`config.mk`:
```
export PLATFORM = sky130hd
export DESIGN_NAME = rfid_tag_parser
export DESIGN_NICKNAME = d
export VERILOG_FILES = /design/src/rtl/rfid_frame_pkg.sv /design/src/rtl/rfid_rst_sync.sv /design/src/rtl/rfid_hdr_hunt.sv /design/src/rtl/rfid_group_ctr.sv /design/src/rtl/rfid_col_acc.sv /design/src/rtl/rfid_tag_parser.sv
export SDC_FILE = /design/constraint.sdc
export NUM_CORES = 1
export LEC_CHECK = 0
export ABC_AREA = 1
export BUFFER_PORTS_ARGS = -buffer_cell sky130_fd_sc_hd__buf_4
export CAP_MARGIN = 25
export CORE_AREA = 8 8 106 108
export CTS_CLUSTER_DIAMETER = 40
export DETAILED_ROUTE_END_ITERATION = 10
export DIE_AREA = 0 0 114 116
export GPL_ROUTABILITY_DRIVEN = 0
export HOLD_SLACK_MARGIN = 0.02
export PLACE_DENSITY = 0.74
export SLEW_MARGIN = 25
export SYNTH_ARGS = -nofsm -noshare
export SYNTH_HDL_FRONTEND = slang
export SYNTH_SLANG_ARGS = --single-unit
```
`constraint.sdc`:
```
create_clock -name clk -period 3.1 [get_ports clk]
set_input_delay 0 -clock clk [delete_from_list [all_inputs] [get_ports clk]]
set_output_delay 0 -clock clk [all_outputs]
set_load 0.02 [all_outputs]
```
`src/rtl/rfid_frame_pkg.sv`:
```
package rfid_frame_pkg;
  typedef enum logic [1:0] {
    PH_HUNT  = 2'd0,
    PH_ROWS  = 2'd1,
    PH_TRAIL = 2'd2
  } phase_e;
endpackage

```
`src/rtl/rfid_rst_sync.sv`:
```
module rfid_rst_sync (
  input  logic clk,
  input  logic arst_n,
  output logic rst_sync_n
);
  logic [1:0] sync_q;

  always_ff @(posedge clk or negedge arst_n) begin
    if (!arst_n) sync_q <= 2'b00;
    else         sync_q <= {sync_q[0], 1'b1};
  end

  assign rst_sync_n = sync_q[1];
endmodule

```
`src/rtl/rfid_hdr_hunt.sv`:
```
module rfid_hdr_hunt #(
  parameter int HDR_ONES = 9
) (
  input  logic clk,
  input  logic rst_n,
  input  logic hunt_en,
  input  logic bit_in,
  output logic hdr_hit
);
  localparam int CW = $clog2(HDR_ONES + 1);
  localparam logic [CW-1:0] LAST_ONE = CW'(HDR_ONES - 1);

  logic [CW-1:0] ones_q, ones_d;
  logic          ones_en;

  always_comb begin
    ones_en = hunt_en;
    hdr_hit = hunt_en && bit_in && (ones_q == LAST_ONE);
    if (!bit_in || hdr_hit) ones_d = '0;
    else                    ones_d = ones_q + CW'(1);
  end

  always_ff @(posedge clk or negedge rst_n) begin
    if (!rst_n)       ones_q <= '0;
    else if (ones_en) ones_q <= ones_d;
  end
endmodule

```
`src/rtl/rfid_group_ctr.sv`:
```
module rfid_group_ctr #(
  parameter int NIB_W = 4
) (
  input  logic             clk,
  input  logic             rst_n,
  input  logic             step,
  input  logic             bit_in,
  output logic             grp_end,
  output logic [NIB_W-1:0] nib_q,
  output logic             par_q
);
  localparam int PW = $clog2(NIB_W + 1);
  localparam logic [PW-1:0] POS_CHK = PW'(NIB_W);

  logic [PW-1:0]    pos_q, pos_d;
  logic [NIB_W-1:0] nib_d;
  logic             par_d;
  logic             data_bit;

  always_comb begin
    grp_end  = step && (pos_q == POS_CHK);
    data_bit = step && (pos_q != POS_CHK);
    pos_d    = grp_end ? '0 : pos_q + PW'(1);
    nib_d    = nib_q;
    par_d    = par_q;
    if (data_bit) begin
      if (NIB_W > 1) nib_d = {nib_q[NIB_W-2:0], bit_in};
      else           nib_d = bit_in;
      par_d = par_q ^ bit_in;
    end else if (grp_end) begin
      par_d = 1'b0;
    end
  end

  always_ff @(posedge clk or negedge rst_n) begin
    if (!rst_n) begin
      pos_q <= '0;
      nib_q <= '0;
      par_q <= 1'b0;
    end else if (step) begin
      pos_q <= pos_d;
      nib_q <= nib_d;
      par_q <= par_d;
    end
  end
endmodule

```
`src/rtl/rfid_col_acc.sv`:
```
module rfid_col_acc #(
  parameter int NIB_W = 4
) (
  input  logic             clk,
  input  logic             rst_n,
  input  logic             clr,
  input  logic             acc_en,
  input  logic [NIB_W-1:0] nib,
  output logic [NIB_W-1:0] col_q
);
  for (genvar i = 0; i < NIB_W; i++) begin : g_col
    logic col_d;
    logic col_en;

    always_comb begin
      col_en = clr || acc_en;
      col_d  = clr ? 1'b0 : (col_q[i] ^ nib[i]);
    end

    always_ff @(posedge clk or negedge rst_n) begin
      if (!rst_n)      col_q[i] <= 1'b0;
      else if (col_en) col_q[i] <= col_d;
    end
  end
endmodule

```
`src/rtl/rfid_tag_parser.sv`:
```
module rfid_tag_parser
  import rfid_frame_pkg::*;
#(
  parameter int HDR_ONES = 9,
  parameter int NIB_W    = 4,
  parameter int ROWS     = 10,
  localparam int TAG_W   = NIB_W * ROWS
) (
  input  logic             clk,
  input  logic             rst_n,
  input  logic             bit_valid,
  input  logic             bit_in,
  output logic             tag_valid,
  output logic [TAG_W-1:0] tag_out,
  output logic             frame_done,
  output logic             row_perr,
  output logic             row_err,
  output logic [NIB_W-1:0] col_err,
  output logic             frame_err,
  output logic             stop_bit
);
  localparam int RC_W = (ROWS > 1) ? $clog2(ROWS) : 1;
  localparam logic [RC_W-1:0] LAST_ROW = RC_W'(ROWS - 1);

  logic rst_sync_n;

  rfid_rst_sync u_rst (
    .clk        (clk),
    .arst_n     (rst_n),
    .rst_sync_n (rst_sync_n)
  );

  phase_e           phase_q, phase_d;
  logic [RC_W-1:0]  row_q, row_d;
  logic [TAG_W-1:0] acc_q, acc_d;
  logic             bad_q, bad_d;

  logic             hunt_en, hdr_hit, step, grp_end, par_q;
  logic [NIB_W-1:0] nib_q, col_q, col_mis;
  logic             row_end, frame_end, row_mis, frame_ok;

  assign hunt_en = bit_valid && (phase_q == PH_HUNT);
  assign step    = bit_valid && (phase_q != PH_HUNT);

  rfid_hdr_hunt #(.HDR_ONES(HDR_ONES)) u_hunt (
    .clk     (clk),
    .rst_n   (rst_sync_n),
    .hunt_en (hunt_en),
    .bit_in  (bit_in),
    .hdr_hit (hdr_hit)
  );

  rfid_group_ctr #(.NIB_W(NIB_W)) u_grp (
    .clk     (clk),
    .rst_n   (rst_sync_n),
    .step    (step),
    .bit_in  (bit_in),
    .grp_end (grp_end),
    .nib_q   (nib_q),
    .par_q   (par_q)
  );

  rfid_col_acc #(.NIB_W(NIB_W)) u_col (
    .clk    (clk),
    .rst_n  (rst_sync_n),
    .clr    (frame_end),
    .acc_en (row_end),
    .nib    (nib_q),
    .col_q  (col_q)
  );

  // Frame decode: group end means parity bit in rows, stop bit in trailer
  always_comb begin
    row_end   = grp_end && (phase_q == PH_ROWS);
    frame_end = grp_end && (phase_q == PH_TRAIL);
    row_mis   = row_end && (par_q ^ bit_in);
    col_mis   = col_q ^ nib_q;
    frame_ok  = !bad_q && (col_mis == '0) && !bit_in;

    phase_d = phase_q;
    row_d   = row_q;
    unique case (phase_q)
      PH_HUNT:  if (hdr_hit) phase_d = PH_ROWS;
      PH_ROWS:  if (row_end) begin
                  if (row_q == LAST_ROW) begin
                    phase_d = PH_TRAIL;
                    row_d   = '0;
                  end else begin
                    row_d = row_q + RC_W'(1);
                  end
                end
      PH_TRAIL: if (frame_end) phase_d = PH_HUNT;
      default:  phase_d = PH_HUNT;
    endcase

    acc_d = acc_q;
    if (frame_end)    acc_d = '0;
    else if (row_end) acc_d = (TAG_W > NIB_W) ? {acc_q[TAG_W-NIB_W-1:0], nib_q}
                                              : TAG_W'(nib_q);
    bad_d = frame_end ? 1'b0 : (bad_q || row_mis);
  end

  always_ff @(posedge clk or negedge rst_sync_n) begin
    if (!rst_sync_n) begin
      phase_q <= PH_HUNT;
      row_q   <= '0;
      acc_q   <= '0;
      bad_q   <= 1'b0;
    end else begin
      phase_q <= phase_d;
      if (row_end) row_q <= row_d;
      if (row_end || frame_end) begin
        acc_q <= acc_d;
        bad_q <= bad_d;
      end
    end
  end

  // Registered results, one clock after the completing strobe
  logic tag_ld;
  assign tag_ld = frame_end && frame_ok;

  always_ff @(posedge clk or negedge rst_sync_n) begin
    if (!rst_sync_n) begin
      tag_valid  <= 1'b0;
      frame_done <= 1'b0;
      row_perr   <= 1'b0;
      tag_out    <= '0;
      row_err    <= 1'b0;
      col_err    <= '0;
      frame_err  <= 1'b0;
      stop_bit   <= 1'b0;
    end else begin
      tag_valid  <= tag_ld;
      frame_done <= frame_end;
      row_perr   <= row_mis;
      if (tag_ld) tag_out <= acc_q;
      if (frame_end) begin
        row_err   <= bad_q;
        col_err   <= col_mis;
        frame_err <= !frame_ok;
        stop_bit  <= bit_in;
      end
    end
  end
endmodule

```
# After elaboration in Yosys (flattened, before gate mapping)
# Cells that the tools add are included.
# Widths: inputs -> output; s select.
# word_totals
out_inout_bits	50
ff_bits	115
inputBits	4
# op_classes
eq_ne	10
muxes	17
n_addsub	3
bitwise_logic	6
reduce_logical	28
# op_table
operator	count
$mux 40	2
$logic_and 1x1->1	12
$add 4x1->4 const B	2
$eq 4x4->1 const B	2
$mux 2	4
$mux 4	2
$reduce_and 2->1	4
$mux 1	7
$pmux 2 s3	1
$reduce_bool 2->1	3
$xor 1x1->1	5
$logic_not 4->1	1
$ne 2x1->1 const B	2
$ne 2x2->1 const B	2
$reduce_and 4->1	1
$xor 4x4->4	1
$add 3x1->3 const B	1
$eq 3x3->1 const B	1
$logic_not 1->1	3
$logic_or 1x1->1	3
$mux 3	1
$ne 3x3->1 const B	1
$eq 2x1->1 const B	1
$eq 2x2->1 const B	1
$logic_not 2->1	1

# Longest topological paths before layout
# depth
word_depth	7
ltp_mapped	10

# By module
# Synthesis repeated with hierarchy kept, for this count alone.
# unflattened
cells_unflattened	496
hier_area_um2	4709.5
# by_module_without_submodules
mod	n_inst	seq_area_each_um2	area_each_um2	cells_each
rfid_tag_parser	1	2427.3	3843.7	397
rfid_group_ctr	1	200.2	371.6	42
rfid_hdr_hunt	1	100.1	250.2	32
rfid_col_acc	1	100.1	190.2	22
rfid_rst_sync	1	50.0	53.8	3

# Least setup slack after synthesis
# No wires, ideal clock.
# synth_timing
kind	reg-to-reg
start	register u_grp.pos_q[0]
end	register acc_q[26]
period_less_slack_ns	1.525
path_slack_ns	1.575
required_time_ns	2.975
path_stages_with_launch	11
arrival_ns	1.400
n_path_buf	3
path_cell_list	dfrtp_1 inv_1 ha_1 nand2_1 inv_2 nand4_2 buf_4 nand2_4 buf_8 buf_12 o22ai_2
# synth_via
elab_chain_cells	5
# synth_lines
element	line	source
from (decl)	rfid_group_ctr.sv:15	logic [PW-1:0] pos_q, pos_d;
from (signal assigned)	rfid_group_ctr.sv:41	pos_q <= pos_d;
$eq 3x3->1 (*)	rfid_group_ctr.sv:21	grp_end = step && (pos_q == POS_CHK);
$logic_and 1x1->1 (*)	rfid_group_ctr.sv:21	
$logic_and 1x1->1, on equally long branches	rfid_tag_parser.sv:75, rfid_tag_parser.sv:74	
$reduce_bool 2->1 (no line) / $logic_or 1x1->1 (equally long branches)	n/a	
$reduce_and 2->1 (no line)	n/a	
to (signal assigned)	rfid_tag_parser.sv:107	acc_q <= '0;
to (signal assigned)	rfid_tag_parser.sv:113	acc_q <= acc_d;
to (decl)	rfid_tag_parser.sv:35	logic [TAG_W-1:0] acc_q, acc_d;
# Mark *: on every way between the ends. The rest lies on a longest branch, timed or not.
# A chain may end at the register's enable or synchronous reset.

# Worst setup path in the final report
# layout_timing
start	register u_grp.pos_q[0]
end	register tag_out[11]
# layout_via
elab_chain_cells	4
# layout_lines
element	line	source
$eq 3x3->1	rfid_group_ctr.sv:21	
$logic_and 1x1->1	rfid_group_ctr.sv:21	
$logic_and 1x1->1	rfid_tag_parser.sv:75	frame_end = grp_end && (phase_q == PH_TRAIL);
$logic_and 1x1->1	rfid_tag_parser.sv:121	assign tag_ld = frame_end && frame_ok;
to (signal assigned)	rfid_tag_parser.sv:137	if (tag_ld) tag_out <= acc_q;
to (decl)	rfid_tag_parser.sv:14	output logic [TAG_W-1:0] tag_out,
# No other way between the ends.

==> out/qor.yml <==
outcome: "complete, no violations"
via_per_inst: 5.03
post-route-min-period_ps: 2270
max-vdd-ir-drop_mv: 0.365
powerDensity_nw_per_um2: 723
netlist_area_um2: 4890
slew_headroom: 0.405
grt_pass1_vias: 3508
max_clock_freq_ghz: 0.440
core-area_um2: 9550
die_h_um: 116
cts.path.max_buffers: 2
grt_max_degree: 70
dp_slack_ps: 860
firstDrtPassIters: 4
clock_latency_ps: 500
clock-sinks: 115
yosys-top-cells-area: "dfrtp_1 59%, o22ai_2 9.5%, nand2_1 9.2%"
grtUsageTotal: 0.162
row_count: 36
worstPathRequired_ps: 3490
arrival_ps: 2660
cts_tree: "built"
finalSetupViolCount: 0
crit_type: "flop to flop"
cp_top_family: "buffers and inverters"
root_buffer: "clkbuf_8"
place_area_um2: 5320
drive_above_1_share: 0.252
drt-total-wl_um: 9980
diodes: 0
path_clk_slew_ps: 50
worst_path_max_delay_cell: "nand2_1"
final_cell_area_um2: 5920
fin_skew_ps: 11.1
synth_cell_types: 28
most-common-layout-cells: "120 x nand2_1, 114 x dfrtp_1, 60 x inv_1"
min_path_type: "primary input to flop"
hold_slack_ps: 326
path_cells: "inv_1 > ha_1 > nand2_1 > inv_2 > nand4_2 > buf_4 > nor2_2 > nand2_1 > buf_4 > nand2_1 > nand2_1"
whs_path_depth: 4
post_cts_buffers: 0
tns_ps: 0
reg2reg_depth: 11
tightest_slew_ps: 892
critPathLaunchType: "flop"
dieArea_um2: 13200
io_pins: 54
synth_top_area_share: 0.589
grt.overflow.total: 0
area_growth_pct: 21.2
cp_num_buf_inv: 4
start_util: 0.512
fillers: 790
antenna_found_initial: 0
cap_violations: 0
ys_seq_area_frac: 0.589
drc_errors: 0
cp_max_fo: 24
vias: 3417
slowest_delay_ps: 390
crit_top_cell: "nand2_1"
crit_cells: 11
finish.net_count: 543
min_period_over_period: 0.733
yosysWarnings: 0
syn_area_per_cell_um2: 10.2
power_mw: 4.28
portBuffers: 53
crit_path_end_kind: "flop"
hold_viol: 0
report.final.slew_viol_count: 0
worst_slack_ps: 828
hpwl_um: 6230
die_x_um: 114
cts_inserted_buffers: 17
grt_pass1_wl_um: 17000
final_common_cell: "nand2_1"
synthCells: 479
p_leak_nw: 3.14
yosys.area.top_type: "dfrtp_1"
drt_iter0_drc: 234
routedWlPerCell_um: 14.7
postRouteAntennaNets: 0
rsz0062_at_grt: "no"
ys_ff_latch: 115
cts_max_level: 4
syn_nets: 487
metal layers:
metal  GRT usage  routed length [um]  vias up
li1            -                   -     1662
met1       0.200                4430     1680
met2       0.263                5060       68
met3      0.0438                 420        7
met4      0.0692                  74        0
met5           0                   0        -
cells in the mapped netlist:
library cell and count:
nand2_1 120, dfrtp_1 115, inv_1 60, nand3_1 51
o22ai_2 37, buf_2 16, nor2_1 15, o21ai_1 14
o21ai_0 11, buf_6 5, xor2_1 5, ha_1 4
inv_2 4, buf_4 3, nand4_1 3, nor2_2 3
o22ai_1 2, a21oi_1 1, and2_1 1, buf_12 1
buf_8 1, conb_1 1, nand2_4 1, nand3_4 1
nand4_2 1, nor2_4 1, o31ai_1 1, xnor2_1 1
flip-flops by register name (all words and copies together), names as in the netlist, 3 cells and up:
signal and cells:
u_grp.pos_q 3, u_col.col_q 4, u_hunt.ones_q 4, acc_q 40, u_grp.nib_q 4, row_q 4, col_err 4, tag_out 40
power breakdown:
group / internal (mW) / switching [mW]
Combinational: 0.223 / 0.395
Clock: 1.16 / 0.648
Sequential: 1.71 / 0.147
Total: 3.09 / 1.19
cells by family (layout without fill, tap and decap cells):
family | count (synthesis) | after routing | share of synthesized area
DFF | 115 | 115 | 0.589
AOI/OAI and AO/OA | 66 | 66 | 0.125
and+or+nand+nor | 197 | 197 | 0.176
xor gates and xnor gates | 6 | 6 | 0.0107
buffers and inverters | 90 | 158 | 0.0888
adders and majority gates | 4 | 4 | 0.0102
other | 1 | 1 | 0.000767
timing repair:
item / CTS / global route
hold buffers: 4 / 0
endpoints found under the hold margin: 18 / 0
resized for setup: 0 / 0
final timing paths:
kind	slack (ps)	to	start
min in group asynchronous	350	u_rst.sync_q[1]$_DFF_PN0_	rst_n
min	330	u_grp.nib_q[0]$_DFFE_PN0P_	bit_in
max reg2reg	830	tag_out[11]$_DFFE_PN0P_	u_grp.pos_q[0]$_DFFE_PN0P_
min reg2reg	350	u_rst.sync_q[1]$_DFF_PN0_	u_rst.sync_q[0]$_DFF_PN0_
max in group asynchronous	1890	u_grp.nib_q[3]$_DFFE_PN0P_	u_rst.sync_q[1]$_DFF_PN0_
max	830	tag_out[11]$_DFFE_PN0P_	u_grp.pos_q[0]$_DFFE_PN0P_
stage by stage:
step	instances	util
6_report	680	0.620
5_1_grt	680	0.620
4_1_cts	680	0.620
3_5_place_dp	645	0.557
3_3_place_gp	645	0.557
2_1_floorplan	479	-
worst reg2reg max path, stage by stage, from the launching register on:
cell and delay (ps):
dfrtp_1 380, inv_1 90, ha_1 150, nand2_1 70, inv_2 110, nand4_2 70
buf_4 220, nor2_2 130, nand2_1 390, buf_4 390, nand2_1 100, nand2_1 50
area by class of cell:
type,instances,area [um2],share of cell area
repair buffers,63,495,0.0836
multi-input cells,274,1580,0.266
clock buffers,23,487,0.0822
flip-flops and latches,115,2880,0.486
clock inverters,8,76.3,0.0129
inverters,64,240,0.0405
well taps,133,166,0.0281
(Power assumes the default switching activity.)
